--- src/rtl/pag_pkg.sv ---
package pag_pkg;

  localparam int CODE_W = 32;

  typedef enum logic [1:0] {
    ACC_FETCH = 2'd0,
    ACC_LOAD  = 2'd1,
    ACC_STORE = 2'd2,
    ACC_ALT   = 2'd3
  } acc_e;

  typedef enum logic [1:0] {
    EXC_NONE  = 2'd0,
    EXC_IFLT  = 2'd1,
    EXC_DFLT  = 2'd2,
    EXC_ALIGN = 2'd3
  } exc_e;

  localparam logic [2:0] CLS_INT   = 3'd0;
  localparam logic [2:0] CLS_FLOAT = 3'd1;
  localparam logic [2:0] CLS_RSV   = 3'd2;
  localparam logic [2:0] CLS_CACHE = 3'd3;
  localparam logic [2:0] CLS_EXT   = 3'd4;

  localparam logic [CODE_W-1:0] IC_NOEXEC  = 32'h1000_0000;
  localparam logic [CODE_W-1:0] IC_MISS    = 32'h4000_0000;
  localparam logic [CODE_W-1:0] IC_PROT    = 32'h0800_0000;

  localparam logic [CODE_W-1:0] DS_MISS_LD = 32'h4000_0000;
  localparam logic [CODE_W-1:0] DS_MISS_ST = 32'h4200_0000;
  localparam logic [CODE_W-1:0] DS_PROT_LD = 32'h0800_0000;
  localparam logic [CODE_W-1:0] DS_PROT_ST = 32'h0A00_0000;
  localparam logic [CODE_W-1:0] DS_RSV_LD  = 32'h0400_0000;
  localparam logic [CODE_W-1:0] DS_RSV_ST  = 32'h0600_0000;
  localparam logic [CODE_W-1:0] DS_EXT_LD  = 32'h0410_0000;
  localparam logic [CODE_W-1:0] DS_EXT_ST  = 32'h0610_0000;

  typedef struct packed {
    logic rd;
    logic wr;
    logic ex;
  } perm_t;

endpackage

--- src/rtl/pag_perm_decode.sv ---
module pag_perm_decode
  import pag_pkg::*;
(
  input  logic       user_mode,
  input  logic       key_sup,
  input  logic       key_user,
  input  logic       noexec,
  input  logic [1:0] pp,
  output logic       key_sel,
  output perm_t      perm
);

  always_comb begin
    key_sel = user_mode ? key_user : key_sup;
    perm    = '0;
    if (!key_sel) begin
      perm.rd = 1'b1;
      perm.wr = (pp != 2'd3);
    end else begin
      unique case (pp)
        2'd0:    begin perm.rd = 1'b0; perm.wr = 1'b0; end
        2'd2:    begin perm.rd = 1'b1; perm.wr = 1'b1; end
        default: begin perm.rd = 1'b1; perm.wr = 1'b0; end
      endcase
    end
    perm.ex = perm.rd & ~noexec;
  end

endmodule

--- src/rtl/pag_fault_encode.sv ---
module pag_fault_encode
  import pag_pkg::*;
(
  input  logic [1:0]        acc_kind,
  input  logic              seg_noexec,
  input  logic              seg_direct,
  input  logic [2:0]        data_class,
  input  logic              lookup_miss,
  input  logic              key_sel,
  input  perm_t             page_perm,
  output perm_t             perm,
  output exc_e              exc,
  output logic [CODE_W-1:0] icode,
  output logic [CODE_W-1:0] dstat
);

  logic is_fetch;
  logic is_store;
  logic need_ok;

  always_comb begin
    is_fetch = (acc_e'(acc_kind) == ACC_FETCH);
    is_store = (acc_e'(acc_kind) == ACC_STORE);
    need_ok  = is_fetch ? page_perm.ex : (is_store ? page_perm.wr : page_perm.rd);
  end

  always_comb begin
    perm  = '0;
    exc   = EXC_NONE;
    icode = '0;
    dstat = '0;
    if (seg_direct) begin
      if (is_fetch) begin
        exc   = EXC_IFLT;
        icode = IC_NOEXEC;
      end else begin
        unique case (data_class)
          CLS_FLOAT: exc = EXC_ALIGN;
          CLS_RSV: begin
            exc   = EXC_DFLT;
            dstat = is_store ? DS_RSV_ST : DS_RSV_LD;
          end
          CLS_EXT: begin
            exc   = EXC_DFLT;
            dstat = is_store ? DS_EXT_ST : DS_EXT_LD;
          end
          CLS_CACHE: begin
            perm.rd = 1'b1;
            perm.wr = 1'b1;
          end
          default: begin
            perm.rd = 1'b1;
            perm.wr = key_sel;
            if (is_store && !key_sel) begin
              exc   = EXC_DFLT;
              dstat = DS_PROT_ST;
            end
          end
        endcase
      end
    end else if (is_fetch && seg_noexec) begin
      perm  = page_perm;
      exc   = EXC_IFLT;
      icode = IC_NOEXEC;
    end else if (lookup_miss) begin
      if (is_fetch) begin
        exc   = EXC_IFLT;
        icode = IC_MISS;
      end else begin
        exc   = EXC_DFLT;
        dstat = is_store ? DS_MISS_ST : DS_MISS_LD;
      end
    end else begin
      perm = page_perm;
      if (!need_ok) begin
        if (is_fetch) begin
          exc   = EXC_IFLT;
          icode = IC_PROT;
        end else begin
          exc   = EXC_DFLT;
          dstat = is_store ? DS_PROT_ST : DS_PROT_LD;
        end
      end
    end
  end

endmodule

--- src/rtl/pag_addr_hold.sv ---
module pag_addr_hold #(
  parameter int AW = 32
) (
  input  logic          clk,
  input  logic          rst_n,
  input  logic          load_en,
  input  logic [AW-1:0] d,
  output logic [AW-1:0] q
);

  logic [AW-1:0] q_r;
  logic [AW-1:0] q_nxt;

  always_comb begin
    q_nxt = q_r;
    if (load_en) q_nxt = d;
  end

  always_ff @(posedge clk or negedge rst_n) begin
    if (!rst_n) q_r <= '0;
    else        q_r <= q_nxt;
  end

  assign q = q_r;

endmodule

--- src/rtl/page_access_guard.sv ---
module page_access_guard
  import pag_pkg::*;
#(
  parameter int AW = 32
) (
  input  logic              clk,
  input  logic              rst_n,
  input  logic              req_valid,
  input  logic [1:0]        acc_kind,
  input  logic              user_mode,
  input  logic              seg_key_sup,
  input  logic              seg_key_user,
  input  logic              seg_noexec,
  input  logic              seg_direct,
  input  logic [1:0]        page_pp,
  input  logic [2:0]        data_class,
  input  logic              lookup_miss,
  input  logic [AW-1:0]     eff_addr,
  output logic              perm_rd,
  output logic              perm_wr,
  output logic              perm_ex,
  output logic              allow,
  output logic [1:0]        exc_kind,
  output logic [CODE_W-1:0] ifault_code,
  output logic [CODE_W-1:0] dfault_status,
  output logic [AW-1:0]     fault_addr
);

  logic  key_sel;
  perm_t page_perm;
  perm_t perm;
  exc_e  exc;
  logic  cap_en;

  pag_perm_decode u_perm (
    .user_mode (user_mode),
    .key_sup   (seg_key_sup),
    .key_user  (seg_key_user),
    .noexec    (seg_noexec),
    .pp        (page_pp),
    .key_sel   (key_sel),
    .perm      (page_perm)
  );

  pag_fault_encode u_enc (
    .acc_kind    (acc_kind),
    .seg_noexec  (seg_noexec),
    .seg_direct  (seg_direct),
    .data_class  (data_class),
    .lookup_miss (lookup_miss),
    .key_sel     (key_sel),
    .page_perm   (page_perm),
    .perm        (perm),
    .exc         (exc),
    .icode       (ifault_code),
    .dstat       (dfault_status)
  );

  always_comb begin
    cap_en = req_valid && ((exc == EXC_DFLT) || (exc == EXC_ALIGN));
  end

  pag_addr_hold #(.AW(AW)) u_hold (
    .clk     (clk),
    .rst_n   (rst_n),
    .load_en (cap_en),
    .d       (eff_addr),
    .q       (fault_addr)
  );

  assign perm_rd  = perm.rd;
  assign perm_wr  = perm.wr;
  assign perm_ex  = perm.ex;
  assign exc_kind = exc;
  assign allow    = (exc == EXC_NONE);

endmodule

--- config.mk ---
export PLATFORM = sky130hd
export DESIGN_NAME = page_access_guard
export DESIGN_NICKNAME = d
export VERILOG_FILES = /design/src/rtl/pag_pkg.sv /design/src/rtl/pag_perm_decode.sv /design/src/rtl/pag_fault_encode.sv /design/src/rtl/pag_addr_hold.sv /design/src/rtl/page_access_guard.sv
export SDC_FILE = /design/constraint.sdc
export NUM_CORES = 1
export LEC_CHECK = 0
export BUFFER_PORTS_ARGS = -buffer_cell sky130_fd_sc_hd__buf_2
export CORE_MARGIN = 2
export CORE_UTILIZATION = 37
export CTS_CLUSTER_SIZE = 14
export DETAILED_ROUTE_END_ITERATION = 7
export HOLD_SLACK_MARGIN = 0.12
export PLACE_DENSITY = 0.83
export SYNTH_ARGS = -nofsm -noshare
export SYNTH_HDL_FRONTEND = slang
export SYNTH_SLANG_ARGS = --single-unit
--- constraint.sdc ---
create_clock -name clk -period 1.36 [get_ports clk]
set_input_delay 0.272 -clock clk [delete_from_list [all_inputs] [get_ports clk]]
set_output_delay 0.272 -clock clk [all_outputs]
set_load 0.02 [all_outputs]
== Yosys cells after proc, flatten, opt, wreduce, memory -nomap -nowiden ==
Index checks and enable logic that the tools add are counted.
Widths: inputs -> output; s select.

* $add $sub $neg: 0
* Multiply operators: 0
* Div/mod/pow operators: 0
* Order comparisons: 0
* Eq/ne operators: 9
* Shifts and indexed selects: 0
* Muxes and demuxes: 39
* Bitwise logic cells: 2
* Reduce and logical (&&, ||, !) cells: 11

{| class="wikitable"
|+ Operators by type and width
! cell !! count
|-
| $mux 32 || 11
|-
| $mux 26 || 4
|-
| $pmux 32 s3 || 1
|-
| $mux 28 || 2
|-
| $mux 31 || 1
|-
| $mux 29 || 1
|-
| $mux 2 || 10
|-
| $eq 2x2->1 const B || 4
|-
| $pmux 2 s2 || 2
|-
| $eq 3x2->1 const B || 2
|-
| $logic_not 2->1 || 3
|-
| $mux 3 || 2
|-
| $pmux 2 s3 || 1
|-
| $mux 1 || 4
|-
| $reduce_or 2->1 || 2
|-
| $eq 3x1->1 const B || 1
|-
| $eq 3x3->1 const B || 1
|-
| $logic_and 1x1->1 || 3
|-
| $reduce_or 3->1 || 1
|-
| $ne 2x2->1 const B || 1
|-
| $and 1x1->1 || 1
|-
| $logic_not 1->1 || 1
|-
| $logic_or 1x1->1 || 1
|-
| $not 1->1 || 1
|}

* Register bits: 32
* Bits in latches: 0
* Memory bits (writable): 0
* Memory bits (read-only): 0
* Word-level logic and storage cells: 62
* Memories kept: 0

== Longest topological paths before layout ==
Gate-level depths: netlist of the first run.

* Depth in word-level cells: 12
* Depth in mapped cells: 7

== Cells and area by module ==
From an unflattened synthesis of the first run, not the netlist that was laid out.

* Cells, all modules: 184
* Area total of the unflattened synthesis: 2179.6 µm²

{| class="wikitable"
|+ Modules (own cells, without submodules)
! module !! times used !! cells an instance !! area an instance (µm²)
|-
| pag_addr_hold || 1 || 68 || 1345.0
|-
| pag_fault_encode || 1 || 109 || 770.7
|-
| pag_perm_decode || 1 || 5 || 53.8
|-
| page_access_guard || 1 || 2 || 10.0
|}

== Worst setup path before layout of the first run ==
No wires, ideal clock.

* Path kind: input to output
* From: input user_mode
* To: output allow
* Data arrival time: 2193 ps
* Path slack: -1105 ps
* Cell stages on the path: 5
* Path buffers: 0
* Path through: mux2i_1 > nor3_1 > nor4_1 > o21ai_0 > nor2_1

* Longest elaborated chain between the ends: 9

{| class="wikitable"
|+ RTL lines
! element !! line !! text
|-
| start, declared || page_access_guard.sv:10 || <nowiki>input logic user_mode,</nowiki>
|-
| $mux 1 (*) || pag_perm_decode.sv:14 || <nowiki>key_sel = user_mode ? key_user : key_sup;</nowiki>
|-
| $mux 2 (*) || pag_perm_decode.sv:16 || <nowiki>if (!key_sel) begin</nowiki>
|-
| $mux 1 / $and 1x1->1 (equally long branches) || pag_fault_encode.sv:24, pag_perm_decode.sv:26 ||
|-
| $mux 1 (*) || pag_fault_encode.sv:24 || <nowiki>need_ok = is_fetch ? page_perm.ex : (is_store ? page_perm.wr : page_perm.rd);</nowiki>
|-
| $mux 2 (*) || pag_fault_encode.sv:75 || <nowiki>if (!need_ok) begin</nowiki>
|-
| $mux 2 (*) || pag_fault_encode.sv:65 || <nowiki>end else if (lookup_miss) begin</nowiki>
|-
| $mux 2 (*) || pag_fault_encode.sv:61 || <nowiki>end else if (is_fetch && seg_noexec) begin</nowiki>
|-
| $mux 2 (*) || pag_fault_encode.sv:32 || <nowiki>if (seg_direct) begin</nowiki>
|-
| via exc_kind[0] || page_access_guard.sv:23 || <nowiki>output logic [1:0] exc_kind,</nowiki>
|-
| $logic_not 2->1 (*) || page_access_guard.sv:75 || <nowiki>assign allow = (exc == EXC_NONE);</nowiki>
|-
| end, declared || page_access_guard.sv:22 || <nowiki>output logic allow,</nowiki>
|}

Mark *: on every way through the listed nets, which the timed path passes. The rest lies on a longest branch.

== Worst setup path in the final report of the first run ==
* From: input data_class[2]
* To: output allow

* Longest elaborated chain between the ends: 6

{| class="wikitable"
|+ RTL lines
! element !! line !! text
|-
| start, declared || page_access_guard.sv:16 || <nowiki>input logic [2:0] data_class,</nowiki>
|-
| $eq 3x2->1 / $eq 3x3->1 (equally long branches) || pag_fault_encode.sv:37 || <nowiki>unique case (data_class)</nowiki>
|-
| $reduce_or 2->1 (no source line) || n/a ||
|-
| $pmux 2 s3 (*) || pag_fault_encode.sv:37 ||
|-
| $mux 2 (*) || pag_fault_encode.sv:33 || <nowiki>if (is_fetch) begin</nowiki>
|-
| $mux 2 (*) || pag_fault_encode.sv:32 ||
|-
| $logic_not 2->1 (*) || page_access_guard.sv:75 ||
|}

Mark *: on every way between the ends. The rest lies on a longest branch, timed or not.

==> flow_summary.toml, run 1 <==
[outcome]
outcome = "complete, but fails checks"
violations = "setup timing"

[placed_design]
dp_cells = 366
dp_slack_ps = -574
hpwl_um = 3640
place_congestion = 0.826
io_buffers = 93
placed_cell_area_um2 = 2660

[finish]
syn2layout_area_growth_pct = 54.7
drive_gt1_share_pct = 65.0
largest_reg_flops = 32
layout.cells.non_filler = 386
finalNetCount = 361
post-route-util_pct = 58.8
fin_area_um2 = 3220
diodes = 0

[sta]
rsz0062_at_grt = "true"
period_share_pct = 129
fin_crit_ps = 1750
maxSlewViolCount = 0
hold_viol = 0
tightestPinTransition_ps = 696
slew_headroom_pct = 53.6
setup_ws_ps = -389
setup_violations = 44
skew_ps = 0
fin_tns_setup_ps = -13190
clock.fmax_ghz = 0.572

[critical_path]
cp_max_fo = 2
cp.arrival_ps = 1480
reg2reg_from = "u_hold.q[31]"
r2r_cells = 1
reg2reg_slack_ps = 550
rr_endpoint = "u_hold.q[31]"
crit_path_end_kind = "output port"
worstSetupStartpointType = "input pin"
crit_type = "input pin to output port"
required_ps = 1090

[global_route]
grt_max_degree = 33
grt-ovfl-total = 0
grt_pass1_vias = 1569
grt_pass1_wl_um = 7960
antenna_found_initial = 0
grt_usage_pct = 16.7

[power_and_ir_drop]
power.switching_w = 0.00128
switching_share_pct = 34.8
power_density_nw_per_um2 = 1140
pwr-share-comb_pct = 41.8
internal_power_w = 0.00240
p_leak_nw = 1.66
power_frac_seq_pct = 34.4
vdd_drop_max_v = 0.000695
clkPwrFrac_pct = 23.8

[clocking]
cts_root_buffer = "clkbuf_8"
clk_pin_slew_ps = 60
ctsHtreeMaxLevel = 2
cts_tree = "yes"
clk_path_buf_depth = 2
clk_latency_ps = 280
cts_sinks = 32
cts_buffers = 5

[detailed_routing]
post-route-drc-count = 0
drtIter0Drc = 71
wl_um = 5690
vias = 1687
ant_nets = 0
via_per_inst = 4.37
wl_per_cell_um = 14.7
dr.pass1.iters = 4

[floorplanning]
design.die.area_um2 = 6230
core_um2 = 5470
start_util_pct = 38.0
die_y_um = 78.9
pin_count = 150
num_rows = 27
die_x_um = 78.9

[hold_path]
hold_end = "u_hold.q[3]"
hold_path_depth = 2
hold_path_class = "input pin to register"
hp-start = "eff_addr[3]"

[logic_synthesis]
synth_edf_count = 0
netlist-cell-type-count = 33
synth_warnings = 0
synth_area_per_cell_um2 = 11.5
yosysSeqAreaShare_pct = 38.5
ys_ff_latch = 32
syn_inst = 181
ys.flop_type = "dfrtp_1"
async_reset_ff_share_pct = 100
syn_area_um2 = 2080

[flow_run]
cap_violations = 0
[cells in the mapped netlist, types with 2 or more instances]
| master | n | share of area [%] |
|---|---|---|
| nor4_1 | 2 | 0.60 |
| mux2_2 | 3 | 1.6 |
| nor2_1 | 7 | 1.3 |
| o21ai_0 | 6 | 1.4 |
| buf_6 | 4 | 2.2 |
| dfrtp_1 | 32 | 39 |
| buf_4 | 56 | 20 |
| nor3_1 | 3 | 0.72 |
| nand3_1 | 3 | 0.72 |
| inv_1 | 4 | 0.72 |
| and3_1 | 2 | 0.60 |
| a21oi_1 | 8 | 1.9 |
| mux2_4 | 30 | 22 |
| nand2_1 | 2 | 0.36 |
[power groups by stage]
| stage | sequential (W) | combinational (W) | clock [W] |
|---|---|---|---|
| global placement | 0.00125 | 0.00130 | 0 |
| finish | 0.00126 | 0.00154 | 0.000876 |
| CTS | 0.00125 | 0.00146 | 0.000888 |
| floorplan | 0.00150 | 0.000750 | 0 |
| global route | 0.00128 | 0.00161 | 0.000945 |
| detailed placement | 0.00126 | 0.00132 | 0 |
[cell type report]
cell class                      instances  area [µm²]
Tap cell                               72        90.1
Clock buffer                            6        72.6
Multi-Input combinational cell        138        1220
Sequential cell                        32         801
Clock inverter                          2        35.0
Fill cell                             451        2260
Inverter                                4        15.0
Timing Repair Buffer                  132         977
[logic make-up (layout without fill, tap and decap cells)]
group	after synthesis	after routing	synth area share, %
other	1	56	0.180
buffers and inverters	66	144	23.5
DFF	32	32	38.5
xor gates and xnor gates	2	2	0.843
muxes	34	34	23.8
AOI/OAI and AO/OA	21	21	6.74
and+or+nand+nor	25	25	6.38
[placed cells by master (no fill, tap or decap), types with 2 or more instances in the layout]
master / instances
buf_4: 28
nor3_2: 2
inv_1: 3
buf_16: 2
nor2_4: 3
nor2_1: 2
nor4_4: 2
buf_2: 75
a21oi_4: 2
buf_6: 21
conb_1: 56
nand3_1: 2
clkbuf_8: 5
nor2_2: 2
buf_8: 3
a21oi_1: 3
dfrtp_1: 32
mux2_4: 33
o21ai_1: 2
o21ai_2: 3
a21oi_2: 3
[worst max-delay path by stage]
stage	start	to	slack, ps
final	data_class[2]	allow	-390
after detailed placement	user_mode	u_hold.q[12]	-570
after global routing	data_class[2]	allow	-430
after floorplan	user_mode	u_hold.q[0]	-400
after global placement	user_mode	u_hold.q[12]	-530
after CTS	data_class[2]	allow	-340
[metrics by stage]
stage	power [W]	hold slack (ps)
after detailed placement	0.00258	347
after global placement	0.00255	332
after floorplan	0.00225	-23.6
after global routing	0.00384	210
after CTS	0.00360	218
final	0.00368	219
[per-layer routing]
layer / part of all wire, % / global-route usage (%) / wire length [µm]
met5: 0 / 0 / 0
met4: 1.7 / 5.52 / 95
met3: 8.6 / 3.64 / 487
met2: 51 / 30.4 / 2890
met1: 39 / 19.5 / 2220
[critical path, cell delays in order]
cell       delay, ps
buf_8             90
or3_4            410
o2bb2ai_4        130
a21boi_2         170
buf_4            140
a21oi_4           40
nor2_2            80
buf_4            140
[timing repair]
| action | in CTS | in global routing |
|---|---|---|
| pin swaps | 9 | 11 |
| endpoints found under the hold margin | 32 | 0 |
| resized for setup | 53 | 28 |
| hold buffers | 1 | 0 |
| gates cloned | 2 | 1 |
| setup endpoints to repair | 45 | 46 |
| buffers inserted | 8 | 2 |
Power figures use the tool's default switching activity.
==> inputs of run 2 (changes only) <==
Clock period 1.36 ns to 1.55 ns, I/O delays scaled along.
==> run 2 against run 1 <==
Against the previous run: utilization decreased by 0.23 points; routed wire length decreased by 6.4%; via count increased by 1.1%; hold slack improved by 33 ps; total power decreased by 11%; largest power group unchanged; non-clock buffer count increased by 2; sequential power decreased by 13%; clock power decreased by 2.3%; critical endpoint unchanged; clock skew unchanged; sequential share of layout area increased by 0.097 points; the run still ends with setup timing left; global-route usage decreased by 1.2 points.
==> flow_summary.toml, run 2 (synthesis results as in run 1) <==
[floorplanning]
pin_count = 150
die_x_um = 78.9
start_util_pct = 38.0
core_um2 = 5470
die_y_um = 78.9
num_rows = 27
design.die.area_um2 = 6230

[critical_path]
crit_path_end_kind = "output port"
cp_max_fo = 3
cp_slowest_stage_delay_ps = 410
worstPathCellList = "buf_8 > or3_4 > o2bb2ai_4 > a21boi_2 > buf_4 > a21oi_4 > nor2_2 > buf_6"
critPathSlowestCell = "or3_4"
worstSetupStartpointType = "input pin"
required_ps = 1240
critPathBufInv = 3
crit_type = "input pin to output port"
cp.arrival_ps = 1520
path_delay_family = "simple AND/OR/NAND/NOR gates"

[detailed_routing]
via_per_inst = 4.39
wl_um = 5330
dr.pass1.iters = 4
post-route-drc-count = 0
ant_nets = 0
wl_per_cell_um = 13.7
drtIter0Drc = 34
vias = 1705

[global_route]
grt_pass1_wl_um = 7380
grt-ovfl-total = 0
antenna_found_initial = 0
grt_max_degree = 33
grt_usage_pct = 15.5
grt_pass1_vias = 1576

[placed_design]
hpwl_um = 3360
place_congestion = 0.875
io_buffers = 93

[sta]
setup_violations = 41
period_share_pct = 118
skew_ps = 0
fin_crit_ps = 1830
maxSlewViolCount = 0
tightestPinTransition_ps = 661
rsz0062_at_grt = "true"
setup_ws_ps = -282
slew_headroom_pct = 55.9
fin_hold_ws_ps = 252
hold_viol = 0
clock.fmax_ghz = 0.546

[flow_run]
cap_violations = 0

[finish]
layout_commonest_cell = "buf_2"
diodes = 0
finalNetCount = 363
drive_gt1_share_pct = 63.9
fill_cells = 445
mostFrequentLayoutCells = "buf_2, conb_1, mux2_4"
largest_reg_flops = 32
syn2layout_area_growth_pct = 54.1

[power_and_ir_drop]
p_total_w = 0.00328
power_density_nw_per_um2 = 1020
p_leak_nw = 1.67
vdd_drop_max_v = 0.000726

[outcome]
outcome = "complete, but fails checks"
violations = "setup timing"

[clocking]
ctsHtreeMaxLevel = 2
cts_tree = "yes"
clk_path_buf_depth = 2
cts_root_buffer = "clkbuf_8"
cts_buffers = 5
clk_latency_ps = 280
cts_sinks = 32
clk_pin_slew_ps = 70

[hold_path]
hold_path_class = "input pin to register"
## run 2: cell count changes in the layout (fill, tap and decap cells not counted), moves of 2 or more
cell,previous run,this run
nand2_2,0,2
clkbuf_8,5,7
buf_2,75,79
buf_6,21,19
nor2_4,3,0
nor3_1,0,2
buf_4,28,26
buf_12,1,4
nor3_2,2,0
nor2_1,2,5
## run 2: path summary, 6_finish.rpt
check                         startpoint      endpoint  slack [ps]  cells after the start
min in group asynchronous          rst_n   u_hold.q[2]         590                      2
min                          eff_addr[4]   u_hold.q[4]         250                      2
max reg2reg                  u_hold.q[1]   u_hold.q[1]         760                      1
max in group asynchronous          rst_n  u_hold.q[13]         520                      2
min reg2reg                 u_hold.q[19]  u_hold.q[19]         500                      1
max                        data_class[0]         allow        -280                      8
## run 2: routing by layer
metal / up-vias / wire (µm) / GRT usage [%]
li1: 774 / - / -
met4: 0 / 110 / 7.07
met5: - / 0 / 0
met2: 110 / 2720 / 28.4
met1: 811 / 2010 / 17.4
met3: 10 / 491 / 2.95
## run 2: power by group
| group | internal, W | switching, W |
|---|---|---|
| Sequential | 0.00101 | 0.0000949 |
| Clock | 0.000567 | 0.000290 |
| Combinational | 0.000619 | 0.000704 |
| Total | 0.00219 | 0.00109 |
## run 2: final cells by class
cell class,count,area (µm²),share of cell area (%)
Clock buffer,7,96.3,3.01
Clock inverter,1,30.0,0.938
Inverter,4,15.0,0.469
Multi-Input combinational cell,138,1180,36.8
Sequential cell,32,801,25.0
Tap cell,72,90.1,2.81
Timing Repair Buffer,134,992,31.0
## run 2: what timing repair did
action,in CTS,in global routing
cloned,2,1
resized for setup,47,23
endpoints found under the hold margin,32,0
pin swaps,13,9
hold buffers,1,0
setup buffers,10,3
endpoints found under the setup margin,44,44
## run 2: metrics by stage
stage	util, %	setup slack [ps]	setup TNS (ps)	cell area, µm²	instances
after floorplan	-	-259	-8360	2340	236
after global placement	48.3	-410	-14940	2640	365
after detailed placement	48.3	-462	-16350	2640	365
after CTS	56.8	-290	-8480	3110	385
after global routing	58.5	-335	-8700	3200	388
final	58.5	-282	-6460	3200	388
==> inputs of run 3 (changes only) <==
Settings changed: CORE_UTILIZATION 37 to 44, PLACE_DENSITY 0.83 to 0.92.
Clock period 1.55 ns to 2.3 ns, I/O delays scaled along.
==> run 3 against run 2 <==
Against the previous run: the flow now finishes without violations; flip-flop and latch count did not move; global-route usage shrank 1.0 points; critical path type unchanged; clock skew unchanged; combinational power down 44%; sequential share of layout area increased by 6.7 points; register-to-register slack improved by 750 ps; critical path depth unchanged; non-clock buffer count fell by 35; critical endpoint unchanged; via count shrank 12%.
==> flow_summary.toml, run 3 (synthesis results as in run 1) <==
[critical_path]
critPathSlowestCell = "mux2i_1"
cp_max_fo = 4
crit_start = "user_mode"
worstPathCellList = "buf_2 > mux2i_1 > nor3_1 > buf_4 > nor4_4 > o21ai_1 > nor2_1 > buf_2"
cp.arrival_ps = 1720
cp-endpoint = "allow"
reg2reg_from = "u_hold.q[20]"
worstSetupStartpointType = "input pin"
crit_type = "input pin to output port"
crit_top_cell = "buf_2"
path_delay_family = "buffers and inverters"
r2r_cells = 1
worst-path-stages = 8
critPathBufInv = 3
crit_path_end_kind = "output port"
cp_slowest_stage_delay_ps = 350
rr_endpoint = "u_hold.q[20]"
reg2reg_slack_ps = 1510
required_ps = 1840

[sta]
fin_crit_ps = 2180
fin_tns_setup_ps = 0
hold_viol = 0
clock.fmax_ghz = 0.460
rsz0062_at_grt = "false"
setup_violations = 0
slew_headroom_pct = 56.2
skew_ps = 0
fin_hold_ws_ps = 213
period_share_pct = 94.6
maxSlewViolCount = 0
tightestPinTransition_ps = 657
setup_ws_ps = 124

[floorplanning]
start_util_pct = 44.9
core_um2 = 4630
pin_count = 150
design.die.area_um2 = 5290
die_x_um = 72.7
die_y_um = 72.7
num_rows = 25

[placed_design]
dp_cells = 327
place_congestion = 0.879
placed_cell_area_um2 = 2420
io_buffers = 93
dp_slack_ps = 73.3
hpwl_um = 3300

[finish]
layout_commonest_cell = "buf_2"
fin_area_um2 = 2530
mostFrequentLayoutCells = "buf_2, conb_1, dfrtp_1"
fill_cells = 393
drive_gt1_share_pct = 51.6
layout.cells.non_filler = 335
largest_reg_flops = 32
syn2layout_area_growth_pct = 21.6
finalNetCount = 328
diodes = 0

[detailed_routing]
vias = 1500
dr.pass1.iters = 4
post-route-drc-count = 0
wl_per_cell_um = 12.3
drtIter0Drc = 31
via_per_inst = 4.48
wl_um = 4120
ant_nets = 0

[global_route]
grt_max_degree = 33
grt_pass1_vias = 1231
grt-ovfl-total = 0
grt_pass1_wl_um = 5870
grt_usage_pct = 14.5
antenna_found_initial = 0

[outcome]
outcome = "complete, no violations"

[power_and_ir_drop]
vdd_drop_max_v = 0.000221
p_leak_nw = 1.38
power_density_nw_per_um2 = 785

[clocking]
clk_pin_slew_ps = 70
clk_path_buf_depth = 2
cts_sinks = 32
postCtsSetupRepairBufs = 0
hold_buffers = 0
cts_buffers = 5
cts_root_buffer = "clkbuf_8"
clk_latency_ps = 260
ctsHtreeMaxLevel = 2
cts_tree = "yes"
post_cts_resized = 0

[flow_run]
cap_violations = 0

[hold_path]
hold_path_class = "input pin to asynchronous set/reset pin"
[run 3: changes by cell type in the layout (fill, tap and decap cells not counted), moves of 3 or more]
cell	change
buf_4	-21
buf_6	-19
buf_2	+14
a21oi_1	+5
o21ai_0	+5
a21oi_2	-3
buf_12	-3
buf_8	-3
mux2_2	+3
mux2_4	-3
o21ai_2	-3
[run 3: how the worst min path moves through the flow]
| stage | endpoint | slack (ps) | cells past startpoint | from |
|---|---|---|---|---|
| floorplan | u_hold.q[0] | 160 | 0 | rst_n |
| global placement | u_hold.q[11] | 490 | 1 | u_hold.q[11] |
| detailed placement | u_hold.q[11] | 490 | 1 | u_hold.q[11] |
| CTS | u_hold.q[8] | 240 | 1 | rst_n |
| global route | u_hold.q[15] | 260 | 1 | rst_n |
| finish | u_hold.q[8] | 210 | 1 | rst_n |
[run 3: final cells by class]
class                      count  area (µm²)  share of cell area [%]
clock inverter                 3        42.5                    1.68
sequential                    32         801                    31.7
inverter                       4        15.0                   0.594
timing repair buffer          99         523                    20.7
multi-input combinational    138        1010                    40.0
tap                           54        67.6                    2.67
clock buffer                   5        68.8                    2.72
[run 3: layer usage]
metal / share of wire (%) / GRT usage [%] / up-vias
li1: - / - / 700
met1: 42 / 18.8 / 683
met2: 45 / 23.7 / 112
met3: 12 / 3.04 / 5
met4: 1.0 / 5.56 / 0
met5: 0 / 0 / -
[run 3: power by group]
part | internal, W | total, W | leakage [nW] | switching, W
Combinational | 0.000308 | 0.000734 | 0.955 | 0.000426
Sequential | 0.000677 | 0.000739 | 0.376 | 0.0000622
Clock | 0.000320 | 0.000511 | 0.0541 | 0.000191
Total | 0.00130 | 0.00198 | 1.38 | 0.000680
[run 3: stage by stage]
stage                     utilization (%)  power (W)
final                                54.6    0.00198
after global routing                 54.6    0.00209
after CTS                            54.6    0.00200
after detailed placement             52.2    0.00148
after global placement               52.2    0.00145
after floorplan                         -    0.00132
